### src/rtl/vsel_pkg.sv
package vsel_pkg;

   // Upper bound on ways supported by the shared helpers.
   localparam int unsigned VSEL_MAX_WAYS = 16;

   // Index of the lowest set bit; 0 when the vector is empty.
   function automatic int unsigned low_idx(input logic [VSEL_MAX_WAYS-1:0] v);
      int unsigned r;
      r = 0;
      for (int i = VSEL_MAX_WAYS - 1; i >= 0; i--) begin
         if (v[i]) r = i;
      end
      return r;
   endfunction

endpackage

### src/rtl/vsel_valid_store.sv
module vsel_valid_store
   import vsel_pkg::*;
#(
   parameter int unsigned NUM_WAYS = 2,
   parameter int unsigned NUM_SETS = 4
) (
   input  logic                        clk,
   input  logic                        rst,
   input  logic                        fill_en,
   input  logic [$clog2(NUM_SETS)-1:0] fill_set,
   input  logic [NUM_WAYS-1:0]         fill_way,
   input  logic                        inv_en,
   input  logic [$clog2(NUM_SETS)-1:0] inv_set,
   input  logic [NUM_WAYS-1:0]         inv_way,
   input  logic [$clog2(NUM_SETS)-1:0] rd_set,
   output logic [NUM_WAYS-1:0]         rd_valid
);

   localparam int unsigned SW = $clog2(NUM_SETS);

   logic [NUM_WAYS-1:0] vbits_q [NUM_SETS];

   // Clear first, then set: a fill beats an invalidate on the same bit.
   always_ff @(posedge clk) begin
      if (rst) begin
         for (int s = 0; s < NUM_SETS; s++) vbits_q[s] <= '0;
      end else begin
         for (int s = 0; s < NUM_SETS; s++) begin
            vbits_q[s] <= (vbits_q[s]
                           & ~((inv_en && (inv_set == SW'(s))) ? inv_way : '0))
                          | ((fill_en && (fill_set == SW'(s))) ? fill_way : '0);
         end
      end
   end

   assign rd_valid = vbits_q[rd_set];

endmodule

### src/rtl/vsel_recency_store.sv
module vsel_recency_store
   import vsel_pkg::*;
#(
   parameter int unsigned NUM_WAYS = 2,
   parameter int unsigned NUM_SETS = 4
) (
   input  logic                                  clk,
   input  logic                                  rst,
   input  logic                                  upd_en,
   input  logic [$clog2(NUM_SETS)-1:0]           upd_set,
   input  logic [NUM_WAYS-1:0]                   upd_way,
   input  logic [$clog2(NUM_SETS)-1:0]           rd_set,
   output logic [NUM_WAYS*$clog2(NUM_WAYS)-1:0]  rd_age
);

   localparam int unsigned AW = $clog2(NUM_WAYS);

   // Age 0 = most recent, NUM_WAYS-1 = least recent; ages form a permutation.
   logic [AW-1:0] age_q [NUM_SETS][NUM_WAYS];
   logic [AW-1:0] tgt_idx;
   logic [AW-1:0] tgt_age;

   always_comb begin
      tgt_idx = AW'(low_idx(VSEL_MAX_WAYS'(upd_way)));
      tgt_age = age_q[upd_set][tgt_idx];
   end

   always_ff @(posedge clk) begin
      if (rst) begin
         for (int s = 0; s < NUM_SETS; s++) begin
            for (int w = 0; w < NUM_WAYS; w++) begin
               age_q[s][w] <= AW'(NUM_WAYS - 1 - w);
            end
         end
      end else if (upd_en) begin
         for (int w = 0; w < NUM_WAYS; w++) begin
            if (AW'(w) == tgt_idx) begin
               age_q[upd_set][w] <= '0;
            end else if (age_q[upd_set][w] < tgt_age) begin
               age_q[upd_set][w] <= age_q[upd_set][w] + AW'(1);
            end
         end
      end
   end

   for (genvar w = 0; w < NUM_WAYS; w++) begin : g_rd
      assign rd_age[w*AW +: AW] = age_q[rd_set][w];
   end

endmodule

### src/rtl/vsel_pick.sv
module vsel_pick
   import vsel_pkg::*;
#(
   parameter int unsigned NUM_WAYS = 2
) (
   input  logic [NUM_WAYS-1:0]                  valid,
   input  logic [NUM_WAYS-1:0]                  lock,
   input  logic [NUM_WAYS*$clog2(NUM_WAYS)-1:0] age,
   output logic [NUM_WAYS-1:0]                  victim,
   output logic                                 none
);

   localparam int unsigned AW = $clog2(NUM_WAYS);

   logic [NUM_WAYS-1:0] empty_open;
   logic [NUM_WAYS-1:0] open_ways;
   logic [NUM_WAYS-1:0] empty_pick;
   logic [NUM_WAYS-1:0] lru_pick;

   assign empty_open = ~valid & ~lock;
   assign open_ways  = ~lock;

   always_comb begin
      empty_pick = '0;
      empty_pick[low_idx(VSEL_MAX_WAYS'(empty_open))] = |empty_open;
   end

   if (NUM_WAYS == 2) begin : g_lru_two
      // Two ways: the older way wins unless it is locked.
      always_comb begin
         lru_pick = '0;
         if (&open_ways) lru_pick = (age[0 +: AW] != '0) ? 2'b01 : 2'b10;
         else            lru_pick = open_ways;
      end
   end else begin : g_lru_many
      logic [AW-1:0] best_age;
      logic          found;
      always_comb begin
         lru_pick = '0;
         best_age = '0;
         found    = 1'b0;
         for (int w = 0; w < NUM_WAYS; w++) begin
            if (open_ways[w] && (!found || age[w*AW +: AW] > best_age)) begin
               lru_pick    = '0;
               lru_pick[w] = 1'b1;
               best_age    = age[w*AW +: AW];
               found       = 1'b1;
            end
         end
      end
   end

   always_comb begin
      none = ~|open_ways;
      if (|empty_open)    victim = empty_pick;
      else if (|open_ways) victim = lru_pick;
      else                victim = '0;
   end

endmodule

### src/rtl/way_victim_picker.sv
module way_victim_picker
   import vsel_pkg::*;
#(
   parameter int unsigned NUM_WAYS = 2,
   parameter int unsigned NUM_SETS = 4
) (
   input  logic                        clk,
   input  logic                        rst,
   input  logic [$clog2(NUM_SETS)-1:0] lk_set,
   input  logic [NUM_WAYS-1:0]         lk_lock,
   input  logic                        hit_en,
   input  logic [$clog2(NUM_SETS)-1:0] hit_set,
   input  logic [NUM_WAYS-1:0]         hit_way,
   input  logic                        fill_en,
   input  logic [$clog2(NUM_SETS)-1:0] fill_set,
   input  logic [NUM_WAYS-1:0]         fill_way,
   input  logic                        inv_en,
   input  logic [$clog2(NUM_SETS)-1:0] inv_set,
   input  logic [NUM_WAYS-1:0]         inv_way,
   output logic [NUM_WAYS-1:0]         lk_valid,
   output logic [NUM_WAYS-1:0]         vic_way,
   output logic                        vic_none
);

   localparam int unsigned SW = $clog2(NUM_SETS);
   localparam int unsigned AW = $clog2(NUM_WAYS);

   if (NUM_WAYS < 2 || NUM_WAYS > VSEL_MAX_WAYS) begin : g_bad_ways
      $error("way_victim_picker: NUM_WAYS out of range");
   end
   if (NUM_SETS < 2 || NUM_SETS != (1 << SW)) begin : g_bad_sets
      $error("way_victim_picker: NUM_SETS must be a power of two >= 2");
   end

   logic                 upd_en;
   logic [SW-1:0]        upd_set;
   logic [NUM_WAYS-1:0]  upd_way;
   logic [NUM_WAYS*AW-1:0] lk_age;

   // One recency update per cycle; a fill takes precedence over a hit.
   assign upd_en  = fill_en | hit_en;
   assign upd_set = fill_en ? fill_set : hit_set;
   assign upd_way = fill_en ? fill_way : hit_way;

   vsel_valid_store #(.NUM_WAYS(NUM_WAYS), .NUM_SETS(NUM_SETS)) u_valid (
      .clk      (clk),
      .rst      (rst),
      .fill_en  (fill_en),
      .fill_set (fill_set),
      .fill_way (fill_way),
      .inv_en   (inv_en),
      .inv_set  (inv_set),
      .inv_way  (inv_way),
      .rd_set   (lk_set),
      .rd_valid (lk_valid)
   );

   vsel_recency_store #(.NUM_WAYS(NUM_WAYS), .NUM_SETS(NUM_SETS)) u_recency (
      .clk     (clk),
      .rst     (rst),
      .upd_en  (upd_en),
      .upd_set (upd_set),
      .upd_way (upd_way),
      .rd_set  (lk_set),
      .rd_age  (lk_age)
   );

   vsel_pick #(.NUM_WAYS(NUM_WAYS)) u_pick (
      .valid  (lk_valid),
      .lock   (lk_lock),
      .age    (lk_age),
      .victim (vic_way),
      .none   (vic_none)
   );

endmodule

### config.mk
export PLATFORM = sky130hd
export DESIGN_NAME = way_victim_picker
export DESIGN_NICKNAME = d
export VERILOG_FILES = /design/src/rtl/vsel_pkg.sv /design/src/rtl/vsel_valid_store.sv /design/src/rtl/vsel_recency_store.sv /design/src/rtl/vsel_pick.sv /design/src/rtl/way_victim_picker.sv
export SDC_FILE = /design/constraint.sdc
export NUM_CORES = 1
export LEC_CHECK = 0
export BUFFER_PORTS_ARGS = -buffer_cell sky130_fd_sc_hd__buf_2
export CORE_MARGIN = 4
export CORE_UTILIZATION = 45
export DETAILED_ROUTE_END_ITERATION = 12
export PLACE_DENSITY = 0.69
export SETUP_SLACK_MARGIN = 0.15
export SKIP_CTS_REPAIR_TIMING = 1
export SLEW_MARGIN = 20
export SYNTH_ARGS = -nofsm -noshare
export SYNTH_HDL_FRONTEND = slang
export SYNTH_HIERARCHICAL = 1
export SYNTH_SLANG_ARGS = --single-unit
### constraint.sdc
create_clock -name clk -period 1.6 [get_ports clk]
set_input_delay 0.16 -clock clk [delete_from_list [all_inputs] [get_ports clk]]
set_output_delay 0.16 -clock clk [all_outputs]
set_load 0.05 [all_outputs]
# Word level (Yosys, flattened, before mapping)
# Memories as Yosys holds them, arrays and structs flattened.
# Cells that the tools add are included.
[classes]
add_sub_neg = 2
n_mul = 0
div = 0
n_lt_le_gt_ge = 5
eq_ne = 6
n_shift = 0
mux = 53
bitwise = 24
reduce_logical = 16
[ops]
columns = ["cell", "n"]
rows = [
  ["$mux 2", 21],
  ["$ge 32x1->1 const B", 1],
  ["$lt 32x2->1 const B", 1],
  ["$mux 32", 1],
  ["$mux 1", 30],
  ["$and 2x2->2", 6],
  ["$not 2->2", 6],
  ["$logic_and 1x1->1", 9],
  ["$eq 2x2->1 const B", 4],
  ["$or 2x2->2", 4],
  ["$or 1x1->1", 7],
  ["$reduce_or 2->1", 3],
  ["$eq 2x1->1 const B", 2],
  ["$logic_not 2->1", 2],
  ["$add 1x1->1 const B", 2],
  ["$ge 2x2->1 const B", 1],
  ["$lt 1x1->1", 2],
  ["$not 1->2", 1],
  ["$reduce_and 2->1", 1],
  ["$demux 1 s1", 1],
  ["$logic_not 1->1", 1],
]
[totals]
register_bits = 0
latchBits = 0
mem_bits_rw = 16
rom_bits = 0
input_bits = 21
word_cells = 108
memories = 2
[mem_list]
columns = ["memory", "depth", "word_bits", "rd", "rd_ports_with_merged_regs", "write_ports", "line_no", "text"]
rows = [
  ["u_recency.age_q", 4, 2, 2, 0, 4, "vsel_recency_store.sv:19", "logic [AW-1:0] age_q [NUM_SETS][NUM_WAYS];"],
  ["u_valid.vbits_q", 4, 2, 5, 0, 4, "vsel_valid_store.sv:21", "logic [NUM_WAYS-1:0] vbits_q [NUM_SETS];"],
]

# Depth between registers and ports, before layout
# Gate-level depths: netlist (run 1).
[depth]
depth_word = 16
mapped_depth = 5
depth_no_buf = 4

# Hierarchy
# The synthesis (run 1) kept the hierarchy.
[modules_own_cells]
columns = ["module", "n_inst", "cells_each", "area_per_inst_um2", "seq_area_each_um2"]
rows = [
  ["vsel_recency_store", 1, 56, 566.8, 230.2],
  ["vsel_valid_store", 1, 43, 465.4, 160.2],
  ["way_victim_picker", 1, 5, 51.3, 0.0],
  ["vsel_pick", 1, 5, 33.8, 0.0],
]

# Worst setup path before layout (run 1)
# Ideal clock, no wire load.
[synth_path]
kind = "register -> output"
from = "memory u_valid.vbits_q[1][0]"
to = "output port vic_way[0]"
arrival_ps = 2120
required_ps = 1440
slack_ps = -680
path_stages_with_launch = 4
n_path_buf = 0
path_cell_list = "dfxtp_1 -> mux4_1 -> a21boi_2 -> a21oi_1"
[synth_lines]
columns = ["item", "line_no", "text"]
rows = [
  ["start: declaration", "vsel_valid_store.sv:21", ""],
  ["end: declaration", "way_victim_picker.sv:21", "output logic [NUM_WAYS-1:0] vic_way,"],
]

==> results of run 1 <==
-- cell usage in the layout (no fill, tap or decap), types with 4 or more instances in the layout --
cell	n
and4b_1	4
edfxtp_1	7
nand4b_1	5
inv_1	5
mux2_2	4
a21oi_1	6
dfxtp_1	7
o22ai_1	8
buf_4	7
nand2b_1	12
buf_2	21
-- through the flow --
| step | TNS (ps) | util (%) | worst slack (ps) |
|---|---|---|---|
| 4_1_cts | -783 | 58.7 | -395 |
| 6_report | -605 | 61.1 | -318 |
| 3_5_place_dp | -123 | 57.1 | -64.8 |
| 5_1_grt | -733 | 61.1 | -385 |
| 2_1_floorplan | -26.5 | - | -26.5 |
| 3_3_place_gp | -7.32 | 57.1 | -6.62 |
-- layout make-up --
type	count	share of cell area, %
multi-input combinational	82	48.6
sequential	16	28.5
inverter	5	1.36
timing repair buffer	33	16.3
clock buffer	4	2.63
tap	28	2.54
-- metal layers --
layer,vias to the layer above,share of wire (%),GRT usage [%]
met4,0,0.48,5.96
met5,-,0,0
met3,2,6.1,4.30
li1,485,-,-
met1,458,44,21.8
met2,30,50,28.4
-- worst max-delay path, stage by stage, from the launching register on --
cell and delay, ps:
edfxtp_1 420, mux4_2 530, a21boi_4 210, buf_6 120, a21oi_4 40, buf_6 150
-- sequential cells by signal (all words and copies together) (netlist names) --
| signal | flops |
|---|---|
| u_recency/age_q | 8 |
| u_valid/vbits_q | 8 |
-- power by group --
group          leakage, nW  total, W  internal, W  switching, W
Clock               0.0210  0.000273     0.000138      0.000135
Combinational        0.387  0.000252     0.000115      0.000136
Sequential           0.140  0.000460     0.000448     0.0000118
Total                0.548  0.000985     0.000702      0.000283
-- worst paths after layout --
path,end,cells after the start,start,slack [ps]
hold reg to reg,u_valid/vbits_q[1][1]$_SDFF_PP0_,2,u_valid/vbits_q[1][1]$_SDFF_PP0_,480
setup / recovery,vic_way[0],5,u_recency/age_q[3][1]$_SDFFCE_PN1P_,-320
setup reg to reg,u_recency/age_q[3][0]$_SDFFCE_PN0P_,5,u_recency/age_q[3][1]$_SDFFCE_PN1P_,260
hold / removal,u_valid/vbits_q[3][0]$_SDFF_PP0_,3,fill_way[0],200
==> key figures, run 1 <==
Floorplan
  • Rows: 17
  • Core Area: 2250 um2
  • Die area: 3280 um2
  • Die height: 57.2 um
  • Horiz. Die Dim: 57.2 um
  • Initial Utilization: 48.4%
  • Ports: 26

Status
  • Failing checks: setup timing
  • Status: finished, violations left

Routing
  • Drt first pass iters: 4
  • Iteration-0 DRC Markers: 27
  • Routed Antenna Nets: 0
  • Total number of vias: 975
  • # DRC: 0
  • WL/cell: 16.0 um
  • Total Routed Length: 2.68 mm
  • Vias per cell: 5.80

Yosys
  • Post-Syn Area: 1090 um2
  • Syn Inst Count: 108
  • Syn_area_per_cell: 10.1 um2
  • Syn_nets: 129
  • Ys Warns: 6

Global routing
  • Largest net degree at the start of global routing: 28
  • First-pass GRT wire length: 4.38 mm
  • Remaining Overflow, GRT: 0
  • Vias in the first global route: 957
  • Initial antenna violation count: 0
  • GRT Util Overall: 17.2%

STA
  • Unrepaired setup endpoints after global routing: true
  • Hold_ws: 197 ps
  • Worst Skew: 10.7 ps
  • Final period util: 120%
  • Min cycle time layout: 1920 ps
  • Max Clk Rate: 522 MHz
  • Actual slew at the worst max-slew pin: 387 ps
  • Pins Over Slew Limit: 0
  • Final setup violation count: 2
  • Final WS setup: -318 ps
  • Max-slew headroom: 74.2%
  • Final Hold Vio Count: 0

Layout
  • Area of the multi-input gates: 669 um2
  • Layout cells sized above 1: 40.7%
  • Area delta synth->final: 26.3%
  • Diodes inserted: 0
  • Final-stage net count: 162
  • Fin area: 1380 um2
  • Fillcell total: 216
  • Register area: 393 um2
  • Layout Cells excl Fill: 168

Clocking
  • H-Tree Depth: 1
  • Worst-Skew Late Latency: 290 ps
  • Root buffer cell: clkbuf_4
  • TritonCTS clock tree: yes
  • Clock slew at reported path FFs: 110 ps
  • Max clock buf depth: 2
  • Cts bufs inserted: 3
  • CTS sink cnt: 16

Setup path
  • CP Class: reg -> out
  • Worst EP arrival: 1760 ps
  • Worst Path Max Fanout: 2
  • CP startpoint kind: register
  • WP data required: 1440 ps
  • Kind of end point of the critical path: output port

Job
  • # Max-Cap Violations: 0

Power
  • Leak: 0.548 nW
  • VDD IR max: 0.319 mV
  • Total chip power: 0.000985 W
  • Pwr Density: 715 nW/um2

Placement
  • PortBufs: 25
  • HPWL after DPL: 2.05 mm
  • Placed cells: 162
  • Routability cong.: 0.776
  • Placed Area: 1290 um2

Worst hold path
  • Hold Path Class: in -> reg
No activity file was read; power rests on OpenSTA's default activity.
==> inputs of run 2 (changes only) <==
- MAX_ROUTING_LAYER: default -> met4
- SLEW_MARGIN: 20 -> default
- SYNTH_HIERARCHICAL: 1 -> default
==> key figures, run 2 <==
Job
  • # Max-Cap Violations: 0 (unchanged)

Setup path
  • Worst setup path start: u_recency.age_q[3][1]$_SDFFCE_PN1P_
  • Worst Path Max Fanout: 3 (+1)
  • CP max-delay cell: mux4_2
  • Crit-path cells: mux4_2, nand2_4, a21oi_4, nor2_4, buf_8
  • Kind of end point of the critical path: output port
  • Reg-to-reg endpoint: u_recency.age_q[1][1]$_SDFFCE_PN1P_
  • CP Class: reg -> out
  • WP data required: 1440 ps (about the same)
  • Worst R2R Path Depth: 6 (+1)
  • Worst EP arrival: 1620 ps (-140 ps)
  • Max stage delay on crit path: 510 ps (-20 ps)
  • CP Depth: 5 (unchanged)
  • Critical Path End: vic_way[1]
  • Worst R2R Setup Slack: 60 ps (-200 ps)
  • Top delay family on crit path: multiplexers
  • CP startpoint kind: register
  • Worst reg2reg startpoint: u_recency.age_q[1][1]$_SDFFCE_PN1P_
  • Buf/Inv on CP: 1 (-1)

Placement
  • HPWL after DPL: 2.06 mm (+0.76%)
  • PortBufs: 25 (unchanged)
  • Placed cells: 167 (+3.1%)
  • Routability cong.: 0.927 (+19%)

Yosys
  • Synth top cells by count: a21oi_1, nand2_1, nand2b_1, dfxtp_1
  • Netlist cell types: 34
  • Syn_nets: 134 (+3.9%)
  • Synth Register Bits: 16
  • Syn_area_per_cell: 9.39 um2 (-7.1%)
  • Syn Inst Count: 113 (+4.6%)
  • Ys async rst share: 0%
  • Sequential share of the synthesized area: 36.8%
  • Most common cell in the netlist: a21oi_1
  • Largest area contributor in the netlist: edfxtp_1
  • Ranking of synthesized cells by area: edfxtp_1, dfxtp_1, a21oi_1
  • Ys Warns: 0 (-6)
  • EDFF count, synth: 7
  • Top FF cell, synth: dfxtp_1
  • Post-Syn Area: 1060 um2 (-2.8%)
  • Synth top area share: 19.8%

Power
  • Leak: 0.556 nW (+1.4%)
  • VDD IR max: 0.427 mV (+34%)
  • Total chip power: 0.00105 W (+6.9%)
  • Pwr Density: 700 nW/um2 (-2.1%)

STA
  • Unrepaired setup endpoints after global routing: true
  • Final period util: 111% (-8.4 points)
  • Final Hold Vio Count: 0 (unchanged)
  • Final WS setup: -183 ps (+134 ps)
  • Pins Over Slew Limit: 0 (unchanged)
  • Max-slew headroom: 69.4% (-4.8 points)
  • Max Clk Rate: 561 MHz (+7.5%)
  • Actual slew at the worst max-slew pin: 459 ps (+72.3 ps)
  • Final TNS setup: -345 ps (+260 ps)
  • Worst Skew: 1.78 ps (-8.88 ps)
  • Hold_ws: 147 ps (-49.2 ps)
  • Min cycle time layout: 1780 ps (-134 ps)
  • Final setup violation count: 3 (+1)

Worst hold path
  • Hold Path Class: in -> reg
  • Cells on Worst Hold Path: 3 (unchanged)
  • Hold_sp: fill_way[0]

Routing
  • Total Routed Length: 2.70 mm (+0.63%)
  • WL/cell: 15.3 um (-3.9%)
  • Vias per cell: 5.67 (-2.3%)
  • # DRC: 0 (unchanged)
  • Iteration-0 DRC Markers: 23 (-15%)
  • Routed Antenna Nets: 0 (unchanged)
  • Total number of vias: 998 (+2.4%)
  • Drt first pass iters: 4 (unchanged)

Layout
  • Final-stage net count: 170 (+4.9%)
  • Layout Cells excl Fill: 176 (+4.8%)
  • Top Registers: u_recency.age_q: 8 flops, u_valid.vbits_q: 8 flops
  • Diodes inserted: 0 (unchanged)
  • Area delta synth->final: 41.9%
  • Layout cells sized above 1: 51.4% (+11 points)
  • Most frequent cells in the layout: buf_2, nand2_1, buf_4
  • Most common cell after layout, fill and taps aside: buf_2

Floorplan
  • Initial Utilization: 47.5% (-0.88 points)
  • Ports: 26 (unchanged)
  • Rows: 17 (unchanged)
  • Horiz. Die Dim: 56.6 um (-1.2%)
  • Die height: 56.6 um (-1.2%)
  • Die area: 3200 um2 (-2.4%)
  • Core Area: 2230 um2 (-0.94%)

Global routing
  • Vias in the first global route: 970 (+1.4%)
  • First-pass GRT wire length: 4.24 mm (-3.3%)
  • Remaining Overflow, GRT: 0 (unchanged)
  • GRT Util Overall: 17.3% (+0.082 points)
  • Initial antenna violation count: 0 (unchanged)
  • Largest net degree at the start of global routing: 19 (-32%)

Clocking
  • Cts bufs inserted: 3 (unchanged)
  • Max clock buf depth: 2 (unchanged)
  • Clock slew at reported path FFs: 90 ps (-20 ps)
  • TritonCTS clock tree: yes
  • H-Tree Depth: 1 (unchanged)
  • Worst-Skew Late Latency: 280 ps (about the same)
  • Root buffer cell: clkbuf_4
  • CTS sink cnt: 16 (unchanged)

Status
  • Status: finished, violations left
  • Failing checks: setup timing
[run 2: tightest hold or removal path, cell delays in order]
cell and delay [ps]:
buf_2 120, nand3_1 70, a21oi_1 50
[run 2: where the power goes]
group / leakage (nW) / switching, W / internal [W]
clock network: 0.0210 / 0.000128 / 0.000139
logic: 0.395 / 0.000176 / 0.000146
registers: 0.139 / 0.0000143 / 0.000451
[run 2: worst min path at each step]
stage	end	slack, ps
finish	u_valid.vbits_q[2][0]$_SDFF_PP0_	150
global route	u_valid.vbits_q[3][1]$_SDFF_PP0_	160
CTS	u_valid.vbits_q[2][0]$_SDFF_PP0_	150
detailed placement	u_valid.vbits_q[2][0]$_SDFF_PP0_	460
global placement	u_valid.vbits_q[3][0]$_SDFF_PP0_	460
floorplan	u_valid.vbits_q[2][0]$_SDFF_PP0_	320
[run 2: logic make-up after synthesis]
family                 count (synthesis)  share of synthesized area [%]
AOI/OAI and AO/OA                     33                           19.1
buffers and inverters                  6                           3.65
DFF                                   16                           36.8
muxes                                 12                           17.2
and+or+nand+nor                       46                           23.2
[run 2: metal layers]
layer	track usage [%]	share of wire [%]	up-vias	wire length, um
li1	-	-	488	-
met1	20.9	41	458	1100
met2	28.7	51	47	1390
met3	2.99	6.6	5	177
met4	6.10	1.4	0	38
met5	-	0	-	0
[run 2: layout make-up]
| class | instances | area [um2] |
|---|---|---|
| flip-flops and latches | 16 | 394 |
| inverters | 2 | 7.51 |
| fillers | 170 | 728 |
| multi-input cells | 91 | 796 |
| repair buffers | 35 | 236 |
| clock buffers | 4 | 36.3 |
| well taps | 28 | 35.0 |
[run 2: per-stage QoR]
| step | instance area [um2] | utilization (%) | setup WS (ps) |
|---|---|---|---|
| after floorplan | 1090 | - | -18.1 |
| after global placement | 1260 | 56.2 | 24.2 |
| after detailed placement | 1260 | 56.2 | 19.2 |
| after CTS | 1290 | 57.9 | -280 |
| after global routing | 1510 | 67.4 | -245 |
| final | 1510 | 67.4 | -183 |
==> inputs of run 3 (changes only) <==
==> constraint.sdc (replaced) <==
create_clock -name clk -period 1.6 [get_ports clk]
set_input_delay 0.32 -clock clk [delete_from_list [all_inputs] [get_ports clk]]
set_output_delay 0.32 -clock clk [all_outputs]
set_load 0.05 [all_outputs]
==> key figures, run 3 (synthesis results as in run 2) <==
Setup path
  • CP Class: reg -> out
  • WP data required: 1280 ps (-160 ps)
  • Crit-path cells: mux4_2, nand2_2, buf_6, a31oi_4, buf_6
  • Worst path most repeated cell: buf_6
  • Buf/Inv on CP: 2 (+1)
  • Max stage delay on crit path: 480 ps (-30 ps)
  • Kind of end point of the critical path: output port
  • CP max-delay cell: mux4_2
  • Worst Path Max Fanout: 2 (-1)
  • Worst EP arrival: 1590 ps (-30 ps)
  • CP startpoint kind: register
  • Top delay family on crit path: multiplexers

Clocking
  • Max clock buf depth: 2 (unchanged)
  • Worst-Skew Late Latency: 280 ps (about the same)
  • Root buffer cell: clkbuf_4
  • H-Tree Depth: 1 (unchanged)
  • TritonCTS clock tree: yes
  • Clock slew at reported path FFs: 90 ps (about the same)
  • CTS sink cnt: 16 (unchanged)
  • Cts bufs inserted: 3 (unchanged)

Placement
  • Worst slack, placed: -209 ps (-229 ps)
  • HPWL after DPL: 1.99 mm (-3.8%)
  • Routability cong.: 0.821 (-11%)
  • PortBufs: 25 (unchanged)
  • Placed cells: 176 (+5.4%)

Floorplan
  • Initial Utilization: 47.5% (unchanged)
  • Core Area: 2230 um2 (unchanged)
  • Die height: 56.6 um (unchanged)
  • Horiz. Die Dim: 56.6 um (unchanged)
  • Rows: 17 (unchanged)
  • Die area: 3200 um2 (unchanged)
  • Ports: 26 (unchanged)

Layout
  • Most frequent cells in the layout: buf_2, buf_4, nand2_1
  • Layout Cells excl Fill: 181 (+2.8%)
  • Layout cells sized above 1: 47.7% (-3.6 points)
  • Top Registers: u_recency.age_q: 8 flops, u_valid.vbits_q: 8 flops
  • Diodes inserted: 0 (unchanged)
  • Most common cell after layout, fill and taps aside: buf_2
  • Area delta synth->final: 40.4%
  • Final-stage net count: 175 (+2.9%)
  • Final Util: 66.7% (-0.67 points)

Global routing
  • Vias in the first global route: 965 (-0.52%)
  • GRT Util Overall: 16.7% (-0.54 points)
  • Remaining Overflow, GRT: 0 (unchanged)
  • First-pass GRT wire length: 4.17 mm (-1.6%)
  • Largest net degree at the start of global routing: 19 (unchanged)
  • Initial antenna violation count: 0 (unchanged)

STA
  • Final Hold Vio Count: 0 (unchanged)
  • Actual slew at the worst max-slew pin: 471 ps (+12.1 ps)
  • Pins Over Slew Limit: 0 (unchanged)
  • Hold_ws: 317 ps (+170 ps)
  • Final setup violation count: 4 (+1)
  • Final WS setup: -314 ps (-131 ps)
  • Final period util: 120% (+8.2 points)
  • Min cycle time layout: 1910 ps (+131 ps)
  • Unrepaired setup endpoints after global routing: true
  • Worst Skew: 2.95 ps (+1.18 ps)
  • Max Clk Rate: 523 MHz (-6.8%)
  • Max-slew headroom: 68.6% (-0.81 points)

Power
  • Leak: 0.565 nW (+1.6%)
  • Pwr Density: 698 nW/um2 (-0.22%)
  • VDD IR max: 0.451 mV (+5.5%)
  • Total chip power: 0.00104 W (-1.2%)

Routing
  • Iteration-0 DRC Markers: 28 (+22%)
  • # DRC: 0 (unchanged)
  • Routed Antenna Nets: 0 (unchanged)
  • WL/cell: 13.6 um (-11%)
  • Drt first pass iters: 4 (unchanged)
  • Vias per cell: 5.47 (-3.5%)
  • Total Routed Length: 2.47 mm (-8.7%)
  • Total number of vias: 990 (-0.80%)

Job
  • # Max-Cap Violations: 0 (unchanged)

Status
  • Status: finished, violations left
  • Failing checks: setup timing

Worst hold path
  • Hold Path Class: in -> reg
## run 3: final timing paths
kind / from / endpoint / slack, ps / cells past startpoint
worst max-delay path: u_recency.age_q[3][1]$_SDFFCE_PN1P_ / vic_way[0] / -310 / 5
worst min-delay path: fill_way[1] / u_valid.vbits_q[3][1]$_SDFF_PP0_ / 320 / 3
worst min register to register: u_valid.vbits_q[0][1]$_SDFF_PP0_ / u_valid.vbits_q[0][1]$_SDFF_PP0_ / 490 / 2
worst max register to register: u_recency.age_q[1][1]$_SDFFCE_PN1P_ / u_recency.age_q[3][1]$_SDFFCE_PN1P_ / 30 / 6
## run 3: stage by stage
stage	TNS (ps)	cell area (um2)
floorplan	-378	1100
global placement	-1260	1330
detailed placement	-1430	1330
CTS	-949	1370
global route	-1110	1490
finish	-726	1490
## run 3: power by group
group	internal [W]	switching [W]	total [W]	leakage, nW
Sequential	0.000450	0.0000121	0.000462	0.138
Combinational	0.000146	0.000168	0.000314	0.406
Clock	0.000138	0.000127	0.000265	0.0210
## run 3: area by class of cell
type,count,area [um2]
clock buffer,4,36.3
tap,28,35.0
inverter,2,7.51
fill,197,743
timing repair buffer,40,274
multi-input combinational,91,747
sequential,16,390
## run 3: worst register-to-register path: cells and delay by family, from the launching register on
| kind | cells | cell delay, ps |
|---|---|---|
| simple gates | 1 | 120 |
| buf+inv | 2 | 260 |
| flops | 1 | 400 |
| mux | 2 | 320 |
| compound gates | 1 | 180 |
## run 3: metal layers
metal	routed length, um	track usage [%]
met1	1130	20.5
met2	1200	28.4
met3	114	2.30
met4	25	5.08
met5	0	-
